`src/rtl/dcnt_pkg.sv`:
```
package dcnt_pkg;
  typedef enum logic {
    CHAIN_BCD = 1'b0,
    CHAIN_BIQ = 1'b1
  } chain_e;

  localparam int unsigned QUI_MOD = 5;
  localparam int unsigned QUI_W   = $clog2(QUI_MOD);
  localparam int unsigned OUT_W   = QUI_W + 1;
endpackage

```
`src/rtl/dcnt_fall_detect.sv`:
```
module dcnt_fall_detect #(
  parameter int unsigned STAGES = 2
) (
  input  logic clk,
  input  logic rst_n,
  input  logic din,
  output logic fall_o
);
  logic [STAGES-1:0] sync_q, sync_d;
  logic              prev_q, prev_d;

  always_comb begin
    sync_d = {sync_q[STAGES-2:0], din};
    prev_d = sync_q[STAGES-1];
  end

  always_ff @(posedge clk or negedge rst_n) begin
    if (!rst_n) begin
      sync_q <= '0;
      prev_q <= 1'b0;
    end else begin
      sync_q <= sync_d;
      prev_q <= prev_d;
    end
  end

  assign fall_o = prev_q & ~sync_q[STAGES-1];
endmodule

```
`src/rtl/dcnt_reset_sync.sv`:
```
module dcnt_reset_sync #(
  parameter int unsigned STAGES = 2
) (
  input  logic clk,
  input  logic rst_n,
  input  logic clr,
  output logic rst_out_n
);
  logic              arst_n;
  logic [STAGES-1:0] hold_q, hold_d;

  assign arst_n = rst_n & ~clr;

  always_comb hold_d = {hold_q[STAGES-2:0], 1'b1};

  always_ff @(posedge clk or negedge arst_n) begin
    if (!arst_n) hold_q <= '0;
    else         hold_q <= hold_d;
  end

  assign rst_out_n = hold_q[STAGES-1];
endmodule

```
`src/rtl/dcnt_toggle.sv`:
```
module dcnt_toggle (
  input  logic clk,
  input  logic rst_n,
  input  logic en,
  output logic q_o
);
  logic bit_q, bit_d;

  always_comb bit_d = en ? ~bit_q : bit_q;

  always_ff @(posedge clk or negedge rst_n) begin
    if (!rst_n) bit_q <= 1'b0;
    else        bit_q <= bit_d;
  end

  assign q_o = bit_q;
endmodule

```
`src/rtl/dcnt_quinary.sv`:
```
module dcnt_quinary #(
  parameter int unsigned MOD = 5,
  localparam int unsigned W  = $clog2(MOD)
) (
  input  logic         clk,
  input  logic         rst_n,
  input  logic         en,
  output logic [W-1:0] val_o
);
  localparam logic [W-1:0] TOP = W'(MOD - 1);

  logic [W-1:0] val_q, val_d;

  always_comb begin
    val_d = val_q;
    if (en) val_d = (val_q == TOP) ? '0 : val_q + W'(1);
  end

  always_ff @(posedge clk or negedge rst_n) begin
    if (!rst_n) val_q <= '0;
    else        val_q <= val_d;
  end

  assign val_o = val_q;
endmodule

```
`src/rtl/dcnt_decade.sv`:
```
module dcnt_decade
  import dcnt_pkg::*;
#(
  parameter int unsigned SYNC_STAGES = 2,
  parameter int unsigned RST_STAGES  = 2
) (
  input  logic             clk,
  input  logic             rst_n,
  input  logic             clr,
  input  logic             chain_biq,
  input  logic             cnt_tog_i,
  input  logic             cnt_qui_i,
  output logic [OUT_W-1:0] q_o
);
  localparam logic [QUI_W-1:0] QUI_TOP = QUI_W'(QUI_MOD - 1);

  chain_e           chain;
  logic             cnt_rst_n;
  logic             fall_tog, fall_qui;
  logic             run_q, run_d;
  logic             ext_tog, ext_qui;
  logic             en_tog, en_qui;
  logic             tog_q;
  logic [QUI_W-1:0] qui_q;

  assign chain = chain_e'(chain_biq);

  dcnt_reset_sync #(.STAGES(RST_STAGES)) u_rsync (
    .clk(clk), .rst_n(rst_n), .clr(clr), .rst_out_n(cnt_rst_n)
  );

  dcnt_fall_detect #(.STAGES(SYNC_STAGES)) u_fd_tog (
    .clk(clk), .rst_n(rst_n), .din(cnt_tog_i), .fall_o(fall_tog)
  );

  dcnt_fall_detect #(.STAGES(SYNC_STAGES)) u_fd_qui (
    .clk(clk), .rst_n(rst_n), .din(cnt_qui_i), .fall_o(fall_qui)
  );

  // Blocks edges in the first cycle after the clear is released.
  always_comb run_d = 1'b1;

  always_ff @(posedge clk or negedge cnt_rst_n) begin
    if (!cnt_rst_n) run_q <= 1'b0;
    else            run_q <= run_d;
  end

  always_comb begin
    ext_tog = fall_tog & run_q;
    ext_qui = fall_qui & run_q;
    if (chain == CHAIN_BIQ) begin
      en_qui = ext_qui;
      en_tog = ext_qui & (qui_q == QUI_TOP);
    end else begin
      en_tog = ext_tog;
      en_qui = ext_tog & tog_q;
    end
  end

  dcnt_toggle u_tog (
    .clk(clk), .rst_n(cnt_rst_n), .en(en_tog), .q_o(tog_q)
  );

  dcnt_quinary #(.MOD(QUI_MOD)) u_qui (
    .clk(clk), .rst_n(cnt_rst_n), .en(en_qui), .val_o(qui_q)
  );

  assign q_o = {qui_q, tog_q};
endmodule

```
`config.mk`:
```
export PLATFORM = sky130hd
export DESIGN_NAME = dcnt_decade
export DESIGN_NICKNAME = d
export VERILOG_FILES = /design/src/rtl/dcnt_pkg.sv /design/src/rtl/dcnt_fall_detect.sv /design/src/rtl/dcnt_reset_sync.sv /design/src/rtl/dcnt_toggle.sv /design/src/rtl/dcnt_quinary.sv /design/src/rtl/dcnt_decade.sv
export SDC_FILE = /design/constraint.sdc
export NUM_CORES = 1
export LEC_CHECK = 0
export BUFFER_PORTS_ARGS = -buffer_cell sky130_fd_sc_hd__buf_4
export CAP_MARGIN = 25
export CORE_ASPECT_RATIO = 0.9
export CORE_MARGIN = 2
export CORE_UTILIZATION = 32
export DETAILED_ROUTE_END_ITERATION = 6
export GPL_TIMING_DRIVEN = 0
export SLEW_MARGIN = 15
export SYNTH_ARGS = -nofsm -noshare
export SYNTH_HDL_FRONTEND = slang
export SYNTH_SLANG_ARGS = --single-unit
```
`constraint.sdc`:
```
create_clock -name clk -period 0.8 [get_ports clk]
set_input_delay 0.04 -clock clk [delete_from_list [all_inputs] [get_ports clk]]
set_output_delay 0.04 -clock clk [all_outputs]
set_load 0.01 [all_outputs]
```
==> reports/qor.txt <==
Outcome: complete, but fails checks
Failing checks: negative setup slack
Crit. End Element: flop
Final Max Slew Viols: 0
Dpl cells: 60
Clock Tree Buf Depth: 2
Synth Instances: 35
Worst-path cell with the longest stage delay: dfrtp_1
RSZ-0062 raised after global routing: true
Root buf cell: clkbuf_4
Die outline height: 41.9 µm
Post-synth EDFFs: 0
CTS tree: built
Routed vias/inst: 4.33
Crit-path max FO: 3
Clk pwr share: 17.9%
Top-count cell post-synth: dfrtp_1
Layout area overhead: 44.7%
IO buf count: 9
Final Hold Vio Count: 0
Final wirelength: 751 µm
Minimum clock period: 1210 ps
Post-synth top cells: dfrtp_1 (13), inv_1 (3), o21ai_0 (3)
Cell-internal power: 1.52 mW
Period utilisation layout: 151%
CTS H-tree depth: 1
Yosys reg bits: 13
Die W: 46.2 µm
Post-route DRC: 0
Initial Utilization: 35.0%
Gate power share: 39.5%
Endpoints failing setup: 8
Pleak: 0.340 nW
Register share of total power: 42.6%
IO Pins: 10
Synth area leader: dfrtp_1
Worst hold slack: 81.2 ps
Clk slew on worst S/H paths: 80 ps
Antenna Cells: 0
Area of the multi-input gates: 188 µm²
Clock Latency Late Sink: 270 ps
Sw Pwr: 0.667 mW
Predominant post-synthesis flop cell: dfrtp_1
Worst path cell trace: nand4bb_4 > o21a_4 > mux2_4
Yosys Warn Count: 0
DP HPWL: 511 µm
Setup TNS: -1910 ps
Netlist cell types: 17
Synthesized cell area: 512 µm²
CTS sink count: 13
Initial antenna violation count: 0
GPL Wtd Cong: 0.667
Type of origin of the critical path: flop
Vias: 312
Seq/Total Area, Yosys: 63.6%
Avg WL per Cell: 10.4 µm
Layout cells sized above 1: 49.1%
Fill count: 124
PwrDens: 2960 nW/µm²
Final worst slack: -409 ps
Arr. time, crit path: 1370 ps
Num CTS Buffers: 3
Max Cap Viol: 0
Largest net degree at the start of global routing: 9
Critical path type: reg -> reg
Post-route ant nets: 0
Router iterations before antenna repair: 1
Clock skew: 0.487 ps
Seq. cell area: 328 µm²
Die ar.: 1940 µm²
Fin cells: 72
Post-Synthesis Mean Instance Area: 14.6 µm²
Nets: 66
Std-Cell Rows: 13
Post-synth ARST share: 100%
Required @ worst endpoint: 960 ps
Max VDD drop: 1340 µV
GRT Total Usage: 10.4%
Post-synth top area share: 63.6%
Final Cell Area: 741 µm²
GRT overflow: 0
Max stage delay on crit path: 380 ps
Fmax: 0.827 GHz
Synth area leaders: dfrtp_1 (64%), mux2_4 (5.9%), nand4bb_4 (5.4%)
Initial drt markers: 0
First-pass GRT wire length: 1.35 mm
Core area: 1460 µm²
Vias in the first global route: 310
Sw frac: 30.5%
Post-DP Area: 604 µm²
HP Class: reg -> async
-- power groups by stage --
| stage | sequential [mW] | clock [mW] | combinational (mW) |
|---|---|---|---|
| after floorplan | 0.925 | 0 | 0.388 |
| after global placement | 0.911 | 0 | 0.635 |
| after detailed placement | 0.916 | 0 | 0.651 |
| after CTS | 0.930 | 0.415 | 0.858 |
| after global routing | 0.957 | 0.461 | 0.947 |
| final | 0.934 | 0.392 | 0.864 |
-- path summary, 6_finish.rpt --
| path | endpoint | slack (ps) | cells past startpoint | from |
|---|---|---|---|---|
| max in group asynchronous | u_rsync.hold_q[1] | 350 | 3 | rst_n |
| worst max register to register | u_qui.val_o[1] | -410 | 3 | u_fd_tog.sync_q[1] |
| min in group clk | u_qui.val_o[2] | 270 | 4 | chain_biq |
| worst min register to register | u_qui.val_o[1] | 80 | 0 | u_rsync.hold_q[1] |
| worst max-delay path | u_qui.val_o[1] | -410 | 3 | u_fd_tog.sync_q[1] |
| worst min-delay path | u_qui.val_o[1] | 80 | 0 | u_rsync.hold_q[1] |
-- metal layers --
layer / vias up / track usage, % / wire length [µm]
met3: 0 / 7.83 / 50
met2: 9 / 16.4 / 400
met4: 0 / 1.71 / 0
li1: 158 / - / -
met5: - / 0 / 0
met1: 145 / 11.3 / 300
-- repair_timing --
| item | in CTS | in global routing |
|---|---|---|
| pin swaps | 2 | 0 |
| hold endpoints to repair | 10 | 0 |
| setup buffers | 2 | 3 |
| endpoints found under the setup margin | 8 | 8 |
| hold buffers | 4 | 0 |
| resized for setup | 11 | 3 |
-- registers in the layout (all words and copies together) (netlist names) --
signal,cells
u_fd_tog.sync_q,2
u_fd_tog.prev_q,1
u_fd_qui.sync_q,2
u_tog.q_o,1
run_q,1
u_fd_qui.prev_q,1
u_qui.val_o,3
u_rsync.hold_q,2
-- cell type report --
class | instances | share of cell area [%]
Sequential cell | 13 | 44.3
Timing Repair Buffer | 17 | 21.1
Multi-Input combinational cell | 19 | 25.3
Inverter | 3 | 1.52
Clock buffer | 3 | 3.04
Tap cell | 15 | 2.53
Buffer | 1 | 1.52
Clock inverter | 1 | 0.676
-- cell usage in the layout, fill, tap and decap left out --
cell type,count
a21oi_1,1
buf_6,6
mux2_4,2
clkbuf_4,3
xnor2_1,1
dfrtp_2,2
clkinv_2,1
o21a_4,1
nor2b_1,1
buf_4,8
dfrtp_1,11
o21ai_0,2
nand2b_1,1
nand2_1,1
inv_1,1
ha_4,1
ha_1,1
inv_2,2
nor2_1,1
conb_1,2
o21ai_2,1
nand4bb_4,1
dlygate4sd3_1,4
nand4b_1,1
o221ai_1,1
-- through the flow --
step | setup slack (ps) | power (mW) | utilization [%]
2_1_floorplan | -369 | 1.31 | -
3_3_place_gp | -408 | 1.55 | 41.3
3_5_place_dp | -412 | 1.57 | 41.3
4_1_cts | -415 | 2.20 | 49.2
5_1_grt | -464 | 2.37 | 50.6
6_report | -409 | 2.19 | 50.6
-- logic make-up after synthesis --
family                     Yosys count  synth area share, %
AOI/OAI and AO/OA                    6                 8.56
buffers and inverters                4                 3.67
DFF                                 13                 63.6
xor gates and xnor gates             1                 1.71
adders and majority gates            2                 4.89
other                                1                0.733
and+or+nand+nor                      6                 11.0
muxes                                2                 5.87
-- critical path: cells and delay by family (launching register included) --
family | cells | cell delay (ps)
mux | 1 | 290
compound gates | 1 | 230
simple gates | 1 | 200
flops | 1 | 380
(Power assumes the default switching activity.)
